--- config.mk ---
export PLATFORM = sky130hd
export DESIGN_NAME = regwin_file
export DESIGN_NICKNAME = d
export VERILOG_FILES = /design/src/rtl/regwin_pkg.sv /design/src/rtl/regwin_ctrl.sv /design/src/rtl/regwin_datapath.sv /design/src/rtl/regwin_file.sv
export SDC_FILE = /design/constraint.sdc
export NUM_CORES = 2
export LEC_CHECK = 0
export CAP_MARGIN = 20
export CORE_UTILIZATION = 25
export CTS_BUF_LIST = sky130_fd_sc_hd__clkbuf_16
export CTS_CLUSTER_DIAMETER = 40
export CTS_CLUSTER_SIZE = 20
export DETAILED_ROUTE_END_ITERATION = 10
export PLACE_DENSITY_LB_ADDON = 0.12
export SETUP_SLACK_MARGIN = 0.3
export SLEW_MARGIN = 20
export SYNTH_ARGS = -nofsm -noshare
export SYNTH_HDL_FRONTEND = slang
export SYNTH_HIERARCHICAL = 1
export SYNTH_SLANG_ARGS = --single-unit
--- constraint.sdc ---
create_clock -name clk -period 6.6 [get_ports clk]
set_input_delay 0.99 -clock clk [delete_from_list [all_inputs] [get_ports clk]]
set_output_delay 0.99 -clock clk [all_outputs]
set_load 0.05 [all_outputs]
--- src/rtl/regwin_pkg.sv ---
package regwin_pkg;

  // Window geometry
  localparam int RW_GLOBALS = 10;
  localparam int RW_LOCALS  = 10;
  localparam int RW_SHARED  = 6;
  localparam int RW_WINDOWS = 4;

  // Derived sizes
  localparam int RW_STRIDE  = RW_LOCALS + RW_SHARED;
  localparam int RW_PHYS    = RW_STRIDE * RW_WINDOWS + RW_GLOBALS;
  localparam int RW_LOGICAL = RW_GLOBALS + RW_LOCALS + 2 * RW_SHARED;
  localparam int RW_LOG_W   = $clog2(RW_LOGICAL);
  localparam int RW_PHYS_W  = $clog2(RW_PHYS);
  localparam int RW_CWP_W   = $clog2(RW_WINDOWS);

  // Strobes from control to datapath
  typedef struct packed {
    logic [RW_CWP_W-1:0] cwp;
    logic                wrStrobe;
  } winCtl_t;

  // Logical-to-physical translation for a given window
  function automatic logic [RW_PHYS_W-1:0] toPhys(input logic [RW_CWP_W-1:0] win,
                                                  input logic [RW_LOG_W-1:0] lreg);
    int p;
    if (int'(lreg) < RW_GLOBALS) begin
      p = int'(lreg);
    end else begin
      p = int'(lreg) + RW_STRIDE * int'(win);
      if (p >= RW_PHYS) p = p - RW_STRIDE * RW_WINDOWS;
    end
    return RW_PHYS_W'(p);
  endfunction

endpackage

--- src/rtl/regwin_ctrl.sv ---
module regwin_ctrl
  import regwin_pkg::*;
(
  input  logic                clk,
  input  logic                rstN,
  input  logic                callReq,
  input  logic                retReq,
  input  logic                wrEn,
  output winCtl_t             ctl,
  output logic [RW_CWP_W-1:0] depth,
  output logic                overflow,
  output logic                underflow
);

  localparam logic [RW_CWP_W-1:0] LAST_WIN  = RW_CWP_W'(RW_WINDOWS - 1);
  localparam logic [RW_CWP_W-1:0] MAX_DEPTH = RW_CWP_W'(RW_WINDOWS - 1);

  logic [RW_CWP_W-1:0] cwpQ, cwpNext;
  logic [RW_CWP_W-1:0] depthQ, depthNext;
  logic doCall, doRet;

  assign doCall = callReq & ~retReq;
  assign doRet  = retReq & ~callReq;

  assign overflow  = doCall && (depthQ == MAX_DEPTH);
  assign underflow = doRet && (depthQ == '0);

  always_comb begin
    cwpNext   = cwpQ;
    depthNext = depthQ;
    if (doCall) begin
      cwpNext = (cwpQ == LAST_WIN) ? '0 : cwpQ + 1'b1;
      if (depthQ != MAX_DEPTH) depthNext = depthQ + 1'b1;
    end else if (doRet) begin
      cwpNext = (cwpQ == '0) ? LAST_WIN : cwpQ - 1'b1;
      if (depthQ != '0) depthNext = depthQ - 1'b1;
    end
  end

  always_ff @(posedge clk) begin
    if (!rstN) begin
      cwpQ   <= '0;
      depthQ <= '0;
    end else begin
      cwpQ   <= cwpNext;
      depthQ <= depthNext;
    end
  end

  assign ctl.cwp      = cwpQ;
  assign ctl.wrStrobe = wrEn;
  assign depth        = depthQ;

  AST_CALL_ADVANCE: assert property (@(posedge clk) disable iff (!rstN)
    (callReq && !retReq) |=> (int'(cwpQ) == (int'($past(cwpQ)) + 1) % RW_WINDOWS));
  AST_RET_BACK: assert property (@(posedge clk) disable iff (!rstN)
    (retReq && !callReq) |=> (int'(cwpQ) == (int'($past(cwpQ)) + RW_WINDOWS - 1) % RW_WINDOWS));
  AST_BOTH_HOLD: assert property (@(posedge clk) disable iff (!rstN)
    (callReq && retReq) |=> ($stable(cwpQ) && $stable(depthQ)));
  AST_NO_OVERFLOW_SLIP: assert property (@(posedge clk) disable iff (!rstN)
    overflow |=> (depthQ == MAX_DEPTH));
  AST_NO_UNDERFLOW_SLIP: assert property (@(posedge clk) disable iff (!rstN)
    underflow |=> (depthQ == '0));
  AST_FLAGS_EXCL: assert property (@(posedge clk) disable iff (!rstN)
    $countones({overflow, underflow}) <= 1);
  AST_DEPTH_STEP: assert property (@(posedge clk) disable iff (!rstN)
    (callReq && !retReq && depthQ != MAX_DEPTH) |=> (depthQ == $past(depthQ) + 1'b1));

endmodule

--- src/rtl/regwin_datapath.sv ---
module regwin_datapath
  import regwin_pkg::*;
#(
  parameter int DATA_W = 32
) (
  input  logic                clk,
  input  logic                rstN,
  input  winCtl_t             ctl,
  input  logic [RW_LOG_W-1:0] rdAddrA,
  input  logic [RW_LOG_W-1:0] rdAddrB,
  input  logic [RW_LOG_W-1:0] wrAddr,
  input  logic [DATA_W-1:0]   wrData,
  output logic [DATA_W-1:0]   rdDataA,
  output logic [DATA_W-1:0]   rdDataB
);

  logic [DATA_W-1:0]    regs [RW_PHYS];
  logic [RW_PHYS_W-1:0] physA, physB, physW;

  // All ports are translated with the window index held this cycle
  assign physA = toPhys(ctl.cwp, rdAddrA);
  assign physB = toPhys(ctl.cwp, rdAddrB);
  assign physW = toPhys(ctl.cwp, wrAddr);

  // One storage word per physical register
  for (genvar i = 0; i < RW_PHYS; i++) begin : gWord
    logic hit;
    assign hit = ctl.wrStrobe && (physW == RW_PHYS_W'(i));
    always_ff @(posedge clk) begin
      if (!rstN)    regs[i] <= '0;
      else if (hit) regs[i] <= wrData;
    end
  end

  // Combinational reads, no bypass from the write port
  assign rdDataA = (int'(physA) < RW_PHYS) ? regs[physA] : '0;
  assign rdDataB = (int'(physB) < RW_PHYS) ? regs[physB] : '0;

  always_comb begin
    AST_PHYS_RANGE_A: assert (int'(physA) < RW_PHYS);
    AST_PHYS_RANGE_B: assert (int'(physB) < RW_PHYS);
  end

  AST_WRITE_LANDS: assert property (@(posedge clk) disable iff (!rstN)
    ctl.wrStrobe |=> (regs[$past(physW)] == $past(wrData)));
  AST_GLOBAL_FIXED: assert property (@(posedge clk) disable iff (!rstN)
    (int'(rdAddrA) < RW_GLOBALS) |-> (physA == RW_PHYS_W'(rdAddrA)));

endmodule

--- src/rtl/regwin_file.sv ---
module regwin_file
  import regwin_pkg::*;
#(
  parameter int DATA_W = 32
) (
  input  logic                clk,
  input  logic                rstN,
  input  logic                callReq,
  input  logic                retReq,
  input  logic [RW_LOG_W-1:0] rdAddrA,
  output logic [DATA_W-1:0]   rdDataA,
  input  logic [RW_LOG_W-1:0] rdAddrB,
  output logic [DATA_W-1:0]   rdDataB,
  input  logic                wrEn,
  input  logic [RW_LOG_W-1:0] wrAddr,
  input  logic [DATA_W-1:0]   wrData,
  output logic [RW_CWP_W-1:0] curWindow,
  output logic [RW_CWP_W-1:0] nestDepth,
  output logic                winOverflow,
  output logic                winUnderflow
);

  winCtl_t ctl;

  regwin_ctrl uCtrl (
    .clk       (clk),
    .rstN      (rstN),
    .callReq   (callReq),
    .retReq    (retReq),
    .wrEn      (wrEn),
    .ctl       (ctl),
    .depth     (nestDepth),
    .overflow  (winOverflow),
    .underflow (winUnderflow)
  );

  regwin_datapath #(.DATA_W(DATA_W)) uData (
    .clk     (clk),
    .rstN    (rstN),
    .ctl     (ctl),
    .rdAddrA (rdAddrA),
    .rdAddrB (rdAddrB),
    .wrAddr  (wrAddr),
    .wrData  (wrData),
    .rdDataA (rdDataA),
    .rdDataB (rdDataB)
  );

  assign curWindow = ctl.cwp;

endmodule

==> run metrics <==
total power 49.1 mW; Setup Fix Bufs, Post-CTS 0; actual slew at the worst max-slew pin 1.29 ns; core region area about 510,000 sq um; DRT iter0 DRCs 11,600; fraction of the cycle the final worst path needs 99.0%; Clock Sinks 2,372; TritonRoute pass-1 iters 6; GRT Util Overall 24.4%; Final Hold Fails 0; pin count of the biggest net entering global routing 79; Rows 261; die height 715 microns; vias in the first global route 85,500; setup slack at placement -0.794 ns; P&R area growth vs syn 23.9%; Synth Warn # 6; Leakage 55.9 nW; Final Skew about 0.065 ns; CTS tree yes; Reg clk slew, reported paths roughly 0.05 ns; Synth Area in Compound Gates 5.04%; CP arrival 5.54 ns; IO Port Bufs about 120; async set-reset flop share out of synthesis 0%; register-to-register setup slack ~2.3 ns; sequential element share of the synthesized area 56.1%; Fmax about 150 MHz; Crit. End Element output pin; die area 511,000 sq um; layout cells sized above 1 31.1%; largest family of logic cells by synthesized area multiplexers; Mapped Area 127,000 sq um; first-pass GRT wire length roughly 840,000 microns; Resize count post-CTS 31; DRC viols 0; adder-cell share of the synthesized area 0.108%; I/O pins about 120; flops & latches, synth ~2,400; Detailed Place HPWL 413,000 microns; TritonCTS Buffers 475; FF/Latch Area roughly 70,000 sq um; root buffer cell clkbuf_16; Worst Setup Start Kind input pin; hold crit path type input pin to flip-flop; Initial Util around a quarter; Synth Area in Simple Gates 13.7%; # fillers between 40,000 and 50,000; H-tree depth 5; final setup margin 0.0690 ns; Congestion Overflow GR 0; Max VDD drop 0.232 mV; post-DR wirelength/cell 39.8 microns; vias 86,500; Post-Route WL 641,000 microns; library cells used by synthesis 70; final hold slack ~0.28 ns; DRT antenna net count 0; minimum clock period approximately 6.5 ns; DIE WIDTH 715 microns; Required @ worst endpoint 5.61 ns; Worst slew margin 13.5%; number of synthesized flops with an enable pin 2,368; area taken by multi-input logic gates around 53,000 sq um; Synth Flop Type edfxtp_1; Final Slew Violations 0; initial antenna violation count 92; setup violators final 0; clk_lat worst skew approximately 1.0 ns; pwr dens 313 nW/um^2; Mapped Cells 8,617; post-synthesis xor/xnor area fraction less than 1%; status finished, final reports clean; RSZ-0062 raised after global routing true; CP Class input pin to output pin; hold_buf cts 0; Synth Net Count 8,680; worst-path fanout max 12; post-synthesis mux area share ~22%; mean post-synth cell area 14.7 sq um; gpl congestion 0.939; max cap viols 0; vias per cell roughly 5.4; Clock Tree Buf Depth 4; Layout Nets about 9,000
## power breakdown
group	switching, mW	total (mW)	internal (mW)	leakage, nW
Combinational	4.41	6.52	2.11	23.2
Sequential	0.304	17.4	17.1	24.5
Clock	8.82	25.2	16.3	8.12
## metal layers
layer | global-route usage [%] | vias to the layer above | wire (microns)
li1 | - | 34000 | -
met1 | 32.9 | 46900 | 267000
met2 | 37.9 | 4479 | 287000
met3 | 5.71 | 1010 | 56000
met4 | 9.83 | 30 | 30000
met5 | 0 | - | 348
## per-stage QoR
stage | cell area [sq um] | util, % | setup TNS (ns) | std cells
after floorplan | 127000 | - | 0 | 8617
final | 157000 | 31.1 | 0 | 16100
after CTS | 157000 | 31.1 | 0 | 16100
after global placement | 140000 | 27.7 | -4.47 | 15100
after global routing | 157000 | 31.1 | 0 | 16100
after detailed placement | 140000 | 27.8 | -2.51 | 15200
## final cells by class
| type | instances | area share [%] |
|---|---|---|
| Clock buffer | 482 | 7.67 |
| Multi-Input combinational cell | 5267 | 33.8 |
| Timing Repair Buffer | 789 | 4.85 |
| Inverter | 30 | 0.0756 |
| Antenna cell | 44 | 0.0700 |
| Clock inverter | 407 | 2.88 |
| Sequential cell | 2372 | 45.3 |
| Tap cell | 6706 | 5.34 |
## synthesized netlist by cell type (69+ instances only)
library cell / n / area share [%]
a21oi_1: 124 / 0.49
a22oi_1: 209 / 1.2
and2_1: 2374 / 12
buf_2: 232 / 0.91
clkbuf_1: 607 / 1.8
edfxtp_1: 2368 / 56
mux2_2: 69 / 0.61
mux2i_1: 261 / 2.1
mux4_2: 1068 / 19
nand2_1: 213 / 0.63
nor2_1: 161 / 0.48
o21ai_0: 137 / 0.54
o22ai_1: 103 / 0.51
## worst max-delay path: stages
cell and delay, ns:
clkdlybuf4s50_1 0.73, buf_4 0.32, ha_1 0.30, xnor2_2 0.17, o211ai_1 0.40, buf_4 0.37
nor2_2 0.18, a22oi_1 0.41, nand3_1 0.75, o22ai_1 0.59, buf_4 0.28
## worst paths after layout
path                                startpoint                  to  cells after the start
worst max-delay path                rdAddrA[4]          rdDataA[8]                     11
worst max register to register   uCtrl/cwpQ[1]   uData/regs[23][9]                      6
worst min-delay path                wrData[30]  uData/regs[28][30]                      2
worst min register to register  uCtrl/depth[0]      uCtrl/depth[1]                      2
## layout by cell type (no fill, tap or decap), types with 36 or more instances in the layout
cell type | netlist | routed
clkinv_4 | 0 | 39
nor2_1 | 161 | 82
nand2_1 | 213 | 209
mux4_2 | 1068 | 1068
clkinv_1 | 2 | 93
clkinvlp_4 | 0 | 48
o21ai_0 | 137 | 58
o22ai_1 | 103 | 94
clkinv_2 | 0 | 72
o221ai_1 | 36 | 36
a221oi_1 | 52 | 52
diode_2 | 0 | 44
a22oi_1 | 209 | 195
nor2_4 | 0 | 78
edfxtp_1 | 2368 | 2368
a31oi_1 | 39 | 37
clkbuf_16 | 0 | 482
buf_4 | 67 | 613
bufinv_16 | 0 | 80
mux2i_1 | 261 | 260
a21oi_1 | 124 | 112
nand3_1 | 48 | 46
buf_12 | 0 | 123
o211ai_1 | 43 | 43
mux2_2 | 69 | 69
o21ai_4 | 0 | 74
inv_1 | 28 | 67
and2_1 | 2374 | 2372
## registers in the layout, summed over array words and instances, names as in the netlist
name         flops
uCtrl/cwpQ       2
uData/regs    2368
uCtrl/depth      2
## logic make-up after synthesis
family,Yosys count
adder cells (fa/ha/maj),11
buffers and inverters,978
flip-flops,2372
AND/OR/NAND/NOR,2926
multiplexers,1398
XOR/XNOR,6
AO/OA/AOI/OAI,926
Power figures use the tool's default switching activity.
